**src/rtl/gpio_pkg.sv**
```systemverilog
package gpio_pkg;
  localparam int IDX_W     = 4;
  localparam int MAP_WORDS = 16;
  localparam int NMODES    = 4;

  typedef enum logic [IDX_W-1:0] {
    RG_PIN_LVL  = 4'd0,
    RG_IN_EN    = 4'd1,
    RG_OUT_EN   = 4'd2,
    RG_OUT_VAL  = 4'd3,
    RG_PULL     = 4'd4,
    RG_DRIVE    = 4'd5,
    RG_RISE_EN  = 4'd6,
    RG_RISE_PND = 4'd7,
    RG_FALL_EN  = 4'd8,
    RG_FALL_PND = 4'd9,
    RG_HI_EN    = 4'd10,
    RG_HI_PND   = 4'd11,
    RG_LO_EN    = 4'd12,
    RG_LO_PND   = 4'd13,
    RG_ALT_EN   = 4'd14,
    RG_ALT_SEL  = 4'd15
  } reg_idx_e;

  // mode slots; enable word = 6 + 2*m, pending word = 7 + 2*m
  localparam int MODE_RISE = 0;
  localparam int MODE_FALL = 1;
  localparam int MODE_HI   = 2;
  localparam int MODE_LO   = 3;
endpackage

```
**src/rtl/gpio_sync.sv**
```systemverilog
module gpio_sync #(
  parameter int N      = 32,
  parameter int STAGES = 2
) (
  input  logic         clk,
  input  logic         rst,
  input  logic [N-1:0] raw,
  output logic [N-1:0] lvl,
  output logic [N-1:0] rise,
  output logic [N-1:0] fall
);
  logic [N-1:0] chain [STAGES];
  logic [N-1:0] prev;

  always_ff @(posedge clk) begin
    if (rst) begin
      for (int s = 0; s < STAGES; s++) chain[s] <= '0;
      prev <= '0;
    end else begin
      chain[0] <= raw;
      for (int s = 1; s < STAGES; s++) chain[s] <= chain[s-1];
      prev <= chain[STAGES-1];
    end
  end

  assign lvl  = chain[STAGES-1];
  assign rise = lvl & ~prev;
  assign fall = ~lvl & prev;
endmodule

```
**src/rtl/gpio_sense.sv**
```systemverilog
module gpio_sense #(
  parameter int N = 32
) (
  input  logic         clk,
  input  logic         rst,
  input  logic [N-1:0] hit,
  input  logic         clr_we,
  input  logic [N-1:0] clr_mask,
  output logic [N-1:0] pend
);
  always_ff @(posedge clk) begin
    if (rst) pend <= '0;
    else     pend <= (clr_we ? (pend & ~clr_mask) : pend) | hit;
  end


  set_beats_clear_chk: assert property (@(posedge clk) disable iff (rst)
    (|hit) |=> ((pend & $past(hit)) == $past(hit)));


  w1c_clears_chk: assert property (@(posedge clk) disable iff (rst)
    clr_we |=> ((pend & $past(clr_mask & ~hit)) == '0));
endmodule

```
**src/rtl/gpio_bank.sv**
```systemverilog
module gpio_bank
  import gpio_pkg::*;
#(
  parameter int NPINS       = 32,
  parameter int ADDR_W      = 5,
  parameter int SYNC_STAGES = 2
) (
  input  logic              clk,
  input  logic              rst,
  input  logic [ADDR_W-1:0] bus_addr,
  input  logic              bus_we,
  input  logic              bus_re,
  input  logic [NPINS-1:0]  bus_wdata,
  output logic [NPINS-1:0]  bus_rdata,
  input  logic [NPINS-1:0]  pad_in,
  output logic [NPINS-1:0]  pad_out,
  output logic [NPINS-1:0]  pad_oe,
  output logic [NPINS-1:0]  pad_pullup,
  output logic [NPINS-1:0]  pad_drive,
  input  logic [NPINS-1:0]  alt_a,
  input  logic [NPINS-1:0]  alt_b,
  output logic [NPINS-1:0]  irq
);
  logic [NPINS-1:0] in_en, out_en, out_val, pull_r, drive_r, alt_en, alt_sel;
  logic [NPINS-1:0] mode_en   [NMODES];
  logic [NPINS-1:0] mode_hit  [NMODES];
  logic [NPINS-1:0] mode_pend [NMODES];
  logic [NPINS-1:0] lvl, rise, fall, sensed_raw, rd_word, irq_next;
  logic [IDX_W-1:0] widx;
  logic             mapped, wr_hit;

  assign widx   = bus_addr[IDX_W-1:0];
  assign mapped = int'(bus_addr) < MAP_WORDS;
  assign wr_hit = bus_we && mapped;

  // storage registers
  always_ff @(posedge clk) begin
    if (rst) begin
      in_en <= '0; out_en <= '0; out_val <= '0; pull_r <= '0;
      drive_r <= '0; alt_en <= '0; alt_sel <= '0;
      for (int m = 0; m < NMODES; m++) mode_en[m] <= '0;
    end else if (wr_hit) begin
      case (reg_idx_e'(widx))
        RG_IN_EN:   in_en   <= bus_wdata;
        RG_OUT_EN:  out_en  <= bus_wdata;
        RG_OUT_VAL: out_val <= bus_wdata;
        RG_PULL:    pull_r  <= bus_wdata;
        RG_DRIVE:   drive_r <= bus_wdata;
        RG_RISE_EN: mode_en[MODE_RISE] <= bus_wdata;
        RG_FALL_EN: mode_en[MODE_FALL] <= bus_wdata;
        RG_HI_EN:   mode_en[MODE_HI]   <= bus_wdata;
        RG_LO_EN:   mode_en[MODE_LO]   <= bus_wdata;
        RG_ALT_EN:  alt_en  <= bus_wdata;
        RG_ALT_SEL: alt_sel <= bus_wdata;
        default: ;
      endcase
    end
  end

  // pad drive path: alternate function bypasses the output registers
  assign pad_oe     = alt_en | out_en;
  assign pad_out    = (alt_en & ((alt_sel & alt_b) | (~alt_sel & alt_a)))
                    | (~alt_en & out_val);
  assign pad_pullup = pull_r;
  assign pad_drive  = drive_r;

  // sense taps the pad after the driver (loopback when driven)
  assign sensed_raw = (pad_oe & pad_out) | (~pad_oe & pad_in);

  gpio_sync #(.N(NPINS), .STAGES(SYNC_STAGES)) u_sync (
    .clk(clk), .rst(rst), .raw(sensed_raw),
    .lvl(lvl), .rise(rise), .fall(fall)
  );

  assign mode_hit[MODE_RISE] = in_en & rise;
  assign mode_hit[MODE_FALL] = in_en & fall;
  assign mode_hit[MODE_HI]   = in_en & lvl;
  assign mode_hit[MODE_LO]   = in_en & ~lvl;

  for (genvar m = 0; m < NMODES; m++) begin : g_mode
    logic clr_we_m;
    assign clr_we_m = wr_hit && (widx == IDX_W'(7 + 2*m));
    gpio_sense #(.N(NPINS)) u_pend (
      .clk(clk), .rst(rst), .hit(mode_hit[m]),
      .clr_we(clr_we_m), .clr_mask(bus_wdata), .pend(mode_pend[m])
    );
  end

  // read mux
  always_comb begin
    rd_word = '0;
    if (mapped) begin
      case (reg_idx_e'(widx))
        RG_PIN_LVL:  rd_word = lvl & in_en;
        RG_IN_EN:    rd_word = in_en;
        RG_OUT_EN:   rd_word = out_en;
        RG_OUT_VAL:  rd_word = out_val;
        RG_PULL:     rd_word = pull_r;
        RG_DRIVE:    rd_word = drive_r;
        RG_RISE_EN:  rd_word = mode_en[MODE_RISE];
        RG_RISE_PND: rd_word = mode_pend[MODE_RISE];
        RG_FALL_EN:  rd_word = mode_en[MODE_FALL];
        RG_FALL_PND: rd_word = mode_pend[MODE_FALL];
        RG_HI_EN:    rd_word = mode_en[MODE_HI];
        RG_HI_PND:   rd_word = mode_pend[MODE_HI];
        RG_LO_EN:    rd_word = mode_en[MODE_LO];
        RG_LO_PND:   rd_word = mode_pend[MODE_LO];
        RG_ALT_EN:   rd_word = alt_en;
        RG_ALT_SEL:  rd_word = alt_sel;
        default:     rd_word = '0;
      endcase
    end
  end

  always_comb begin
    irq_next = '0;
    for (int m = 0; m < NMODES; m++) irq_next |= mode_pend[m] & mode_en[m];
  end

  always_ff @(posedge clk) begin
    if (rst) begin
      bus_rdata <= '0;
      irq       <= '0;
    end else begin
      bus_rdata <= bus_re ? rd_word : '0;
      irq       <= irq_next;
    end
  end


  no_sense_when_off_chk: assert property (@(posedge clk) disable iff (rst)
    1'b1 |=> ((((mode_pend[0] & ~$past(mode_pend[0])) |
                (mode_pend[1] & ~$past(mode_pend[1])) |
                (mode_pend[2] & ~$past(mode_pend[2])) |
                (mode_pend[3] & ~$past(mode_pend[3]))) & ~$past(in_en)) == '0));


  irq_masked_chk: assert property (@(posedge clk) disable iff (rst)
    ((mode_en[0] | mode_en[1] | mode_en[2] | mode_en[3]) == '0) |=> (irq == '0));


  unmapped_read_chk: assert property (@(posedge clk) disable iff (rst)
    (bus_re && !mapped) |=> (bus_rdata == '0));
endmodule

```
**config.mk**
```make
export PLATFORM = sky130hd
export DESIGN_NAME = gpio_bank
export DESIGN_NICKNAME = d
export VERILOG_FILES = /design/src/rtl/gpio_pkg.sv /design/src/rtl/gpio_sync.sv /design/src/rtl/gpio_sense.sv /design/src/rtl/gpio_bank.sv
export SDC_FILE = /design/constraint.sdc
export NUM_CORES = 1
export LEC_CHECK = 0
export ABC_CLOCK_PERIOD_IN_PS = 2800
export BUFFER_PORTS_ARGS = -buffer_cell sky130_fd_sc_hd__buf_2
export CAP_MARGIN = 20
export CORE_ASPECT_RATIO = 1.4
export CORE_MARGIN = 8
export CORE_UTILIZATION = 50
export DETAILED_ROUTE_END_ITERATION = 8
export PLACE_DENSITY_LB_ADDON = 0.12
export SYNTH_ARGS = -nofsm -noshare
export SYNTH_HDL_FRONTEND = slang
export SYNTH_HIERARCHICAL = 1
export SYNTH_SLANG_ARGS = --single-unit
```
**constraint.sdc**
```tcl
create_clock -name clk -period 2.8 [get_ports clk]
set_input_delay 0.56 -clock clk [delete_from_list [all_inputs] [get_ports clk]]
set_output_delay 0.56 -clock clk [all_outputs]
set_load 0.05 [all_outputs]
```
# == Word level (Yosys, flattened, before mapping) ==
# Memory sizes are Yosys's and may differ from the RTL's.
# Cells that the tools add are included.
# classes
muxes,30
bitwise_logic,45
n_reduce_logical,14
n_eq_ne,15
order_cmp,1
# ops
operator,n
bitwise AND 32 bit,20
one-hot mux 32 bit (16 select lines),1
OR 32 bit,11
2-to-1 mux 32 bit,10
inverter 32 bit,6
== test 4 bit (second input constant),8
2-to-1 mux 1 bit,19
== test 4 x 3 -> 1 bit (second input constant),4
AND reduction 2 bit,7
== test 4 x 2 -> 1 bit (second input constant),2
OR 1 bit,6
logical AND 1 bit,5
< comparator 5 bit (second input constant),1
== test 4 x 1 -> 1 bit (second input constant),1
logical NOT 4 bit,1
OR reduction 3 bit,1
inverter 1 bit,2
# totals
wordCells,121
n_memories,2
inputBits,137
regBits,448
mem_bits_rw,192
out_inout_bits,192
# mem_list
memory,depth,width,rd,rd_ports_with_merged_regs,write_ports,line,source
mode_en,4,32,4,0,4,gpio_bank.sv:25,logic [NPINS-1:0] mode_en [NMODES];
u_sync.chain,2,32,2,0,2,gpio_sync.sv:12,logic [N-1:0] chain [STAGES];

# == Logic depth before layout (Yosys ltp) ==
# depth
word_depth,8
depth_mapped,8
mapped_depth_nobuf,5

# == By module ==
# The synthesis kept the hierarchy.
# modules_own_cells
mod,instances,seq_area_each_um2,area_per_inst_um2,cells_each
gpio_bank,1,9609.2,20666.1,2392
gpio_sense,4,640.6,1209.9,134
gpio_sync,1,1921.8,3240.6,298

# == Least setup slack after synthesis ==
# Ideal clock, no wire load.
# synth_timing
path_kind,input -> register
from,input bus_we
to,"memory mode_en[1][0], enable pin"
cell_stages,3
setup_ns,0.428
arrival_time_ns,2.524
t_required_ns,2.372
n_path_buf,0
slack_ns,-0.152
path_cell_list,nor2b_1 nand2_2 o21bai_1
# synth_rtl
item,line,source
from (decl),gpio_bank.sv:11,"input logic bus_we,"
to (decl),gpio_bank.sv:25,

# == Final worst setup path ==
# layout_timing
from,register alt_sel[18]
to,output pad_out[18]
# layout_via
elab_chain_len,5
elab_cells_between_ends,6
cone_classes,6 x bitwise
# layout_lines
item,line,source
from (decl),gpio_bank.sv:24,"logic [NPINS-1:0] in_en, out_en, out_val, pull_r, drive_r, alt_en, alt_sel;"
from (signal assigned),gpio_bank.sv:54,RG_ALT_SEL: alt_sel <= bus_wdata;
inverter 32 bit,gpio_bank.sv:62,assign pad_out = (alt_en & ((alt_sel & alt_b) | (~alt_sel & alt_a)))
bitwise AND 32 bit,gpio_bank.sv:62,
OR 32 bit *,gpio_bank.sv:62,
bitwise AND 32 bit *,gpio_bank.sv:62,
OR 32 bit *,gpio_bank.sv:63,| (~alt_en & out_val);
to (decl),gpio_bank.sv:16,"output logic [NPINS-1:0] pad_out,"
# Mark *: on every way between the ends. The rest lies on a longest branch, timed or not.

==> reports/metrics.yaml <==
logic_synthesis:
  synth_top_family_by_area: "simple AND/OR/NAND/NOR gates"
  ys_types: 49
  synth_xor_area_frac: 0
  yosys_warnings: 6
  synth_mux_area_frac: 0.03103
  syn_area_sq_mm: 0.02875
  yosysSeqAreaShare: 0.4903
  syn_nets: 3363
  synth-compound-area-share: 0.1970
  avgSynthCellArea_sq_um: 8.911
  yosys.area_share.simple: 0.2056
  postSynthCellCount: 3226
  synthAdderAreaFrac: 0
  ys_ff_latch: 640
min_path:
  whs_path_depth: 3
  hold_start: "pad_in[6]"
  hp-class: "input pin to flip-flop"
  hold_end: "u_sync/chain[0][6]"
floorplan:
  rows: 104
  io-pin-count: 329
  die_w_um: 218.6
  initial_core_util: 0.5032
  dieArea_sq_mm: 0.06553
  core_sq_mm: 0.05712
  die_height_um: 299.7
clocking:
  clock_path_buffers: 3
  cts_hold_buf: 0
  clk_pin_slew_ns: 0.07
  cts_root_buffer: "clkbuf_16"
  htreeDepth: 2
  cts_buffers: 61
  insertion_delay_ns: 0.65
  cts_tree: "built"
  postCtsSetupBuffers: 0
  ctsResizeCount: 0
  clkSinkCount: 640
setup_path:
  path_delay_family: "flip-flops"
  worstReg2RegEnd: "bus_rdata[18]"
  crit_path_end_kind: "output port"
  crit_chain: "mux2i_1 -> a21oi_1 -> buf_2"
  crit_required_ns: 2.24
  crit_slowest_cell: "dfxtp_1"
  crit_arrival_ns: 1.81
  r2r-start: "alt_sel[18]"
  startpoint_type: "flip-flop"
  path_max_fanout: 3
  path_buf_inv: 1
  cpPeakStageDelay_ns: 0.55
  worst_r2r_path_depth: 4
  critical_path_class: "flip-flop to output port"
  r2r_slack_ns: 1.27
sta:
  hold_viol: 0
  whs_ns: 0.2620
  setup_violations: 0
  max_freq_ghz: 0.4214
  max_slew.worst_pin.slew_ns: 0.8104
  max_slew_margin: 0.4597
  clock-skew-final_ns: 0.01712
  min_period_ns: 2.373
  slew_violations: 0
  period_share: 0.8475
  fin_tns_setup_ns: 0
  rsz0062_at_grt: "false"
grt:
  grt-ovfl-total: 0
  antenna_found_initial: 4
  grt_max_degree: 107
  grt_pass1_vias: 25862
  grt_pass1_wl_um: 166900
  grt_util_all_layers: 0.3385
power_and_ir_drop:
  p_int_uw: 14970
  p_clk_frac: 0.437
  comb_power_share: 0.073
  powerDensity_mw_per_mm2: 595.2
  switching_share: 0.2468
  leakagePower_uw: 0.01237
  sequentialPowerShare: 0.491
  power.switching_uw: 4903
  ir_drop_mv: 0.5033
finish:
  multiInputGateArea_sq_mm: 0.01269
  drive_gt1_frac: 0.1939
  nets: 3628
  nFillCells: 5108
  area_growth_pct: 16.12
  fin_cells: 4287
  seqCellArea_sq_mm: 0.01409
placed_design:
  io_buffer_count: 328
  dp_cells: 4170
  gp_congestion: 0.9432
  dpl.hpwl_um: 77550
route:
  avgRoutedWirePerCell_um: 26.83
  vias: 26210
  wirelength_um: 115000
  ant_nets: 0
  drtPass1Iterations: 7
  drc: 0
  drt_iter0_drc: 3002
  viasPerCell: 6.114
status:
  status: "completed"
flow_run:
  cap_violations: 0
[sequential cells by signal (all words and copies together), names as in the netlist]
register            count
pad_drive              32
bus_rdata              32
mode_en               128
alt_en                 32
g_mode.u_pend/pend    128
irq                    32
pad_pullup             32
in_en                  32
u_sync/prev            32
alt_sel                32
u_sync/chain           64
out_val                32
out_en                 32
[per-stage QoR]
step | setup WS (ns) | power [uW] | util | cell area [sq um]
after floorplan | 0.5050 | 10710 | - | 28750
after global placement | 0.2581 | 11330 | 0.5476 | 31280
after detailed placement | 0.3081 | 11350 | 0.5476 | 31280
after CTS | 0.4638 | 19890 | 0.5842 | 33370
after global routing | 0.3509 | 20360 | 0.5843 | 33380
final | 0.4270 | 19870 | 0.5843 | 33380
[cell type report]
| type | instances | share of cell area |
|---|---|---|
| inverter | 183 | 0.02058 |
| antenna | 2 | 0.0001499 |
| multi-input combinational | 2138 | 0.3801 |
| clock buffer | 92 | 0.05671 |
| sequential | 640 | 0.4222 |
| timing repair buffer | 467 | 0.08651 |
| tap | 742 | 0.02781 |
| clock inverter | 23 | 0.005960 |
[cells by family after synthesis]
logic type | count (synthesis)
simple gates | 1240
buf+inv | 448
flops | 640
compound gates | 813
mux | 85
[tightest hold or removal path, delay by kind of cell]
| kind | cells | cell delay [ns] |
|---|---|---|
| muxes | 1 | 0.12 |
| buffers and inverters | 1 | 0.07 |
| and+or+nand+nor | 1 | 0.11 |
[how the worst max path moves through the flow]
stage | from | end | depth (start not counted) | slack (ns)
floorplan | bus_addr[0] | mode_en[3][0] | 4 | 0.50
global placement | bus_addr[3] | bus_rdata[6] | 8 | 0.26
detailed placement | bus_addr[3] | bus_rdata[18] | 8 | 0.31
CTS | alt_sel[18] | pad_out[18] | 3 | 0.46
global route | alt_sel[18] | pad_out[18] | 3 | 0.35
finish | alt_sel[18] | pad_out[18] | 3 | 0.43
[power by group through the flow]
stage | Clock (uW) | Combinational (uW) | Sequential (uW)
finish | 8670 | 1450 | 9750
global route | 9100 | 1500 | 9760
CTS | 8740 | 1410 | 9740
detailed placement | 0 | 1400 | 9940
global placement | 0 | 1390 | 9940
floorplan | 0 | 778 | 9930
[routing by layer]
layer  up-vias  routed length [um]  track usage
met4         4                7174       0.1887
met1     12528               43850       0.4251
met2      1580               52570       0.5411
met3       398               11380      0.06517
met5         -                  27            0
li1      11700                   -            -
[cells in the mapped netlist, drive strengths merged]
master	n	area, sq um
a2111oi	3	26.28
a211oi	1	7.510
a21o	2	15.01
a21oi	291	1456
a221oi	60	563.0
a222oi	6	60.06
a22o	50	437.9
a22oi	174	1306
a311oi	128	1121
a31oi	6	37.54
and2	197	1235
and2b	1	7.510
and3	2	12.51
buf	169	1134
clkbuf	96	367.9
dfxtp	512	10250
edfxtp	128	3844
inv	183	686.9
mux2	33	371.6
mux2i	52	520.5
nand2	508	1912
nand2b	6	37.54
nand3	5	30.03
nand3b	7	52.55
nor2	240	925.9
nor2b	203	1282
nor3	35	190.2
o21ai	10	50.05
o21bai	2	15.01
o221ai	1	8.760
o22ai	54	337.8
o2bb2ai	22	192.7
o32ai	3	26.28
or2	36	225.2
[layout by cell type (no fill, tap or decap), types with 7 or more instances in the layout]
cell,netlist,routed
edfxtp_1,128,128
nand2_1,506,496
nor2_1,232,224
nor2_4,1,16
a311oi_1,128,128
clkbuf_8,0,10
clkinv_2,0,11
and2_1,196,195
nand3b_1,7,7
o2bb2ai_1,22,22
o21ai_0,10,10
buf_2,90,325
nor3_1,32,30
nor2b_1,200,196
a22oi_1,174,174
a22o_1,50,50
or2_2,32,32
o22ai_1,54,54
nand2_2,2,12
clkbuf_16,0,68
inv_1,182,182
buf_4,53,126
mux2_2,33,33
a221oi_1,54,54
a21oi_1,291,291
dfxtp_1,512,512
mux2i_1,52,52
buf_12,0,15
nor2b_4,1,7
clkbuf_1,90,13
No activity file was read; power rests on OpenSTA's default activity.
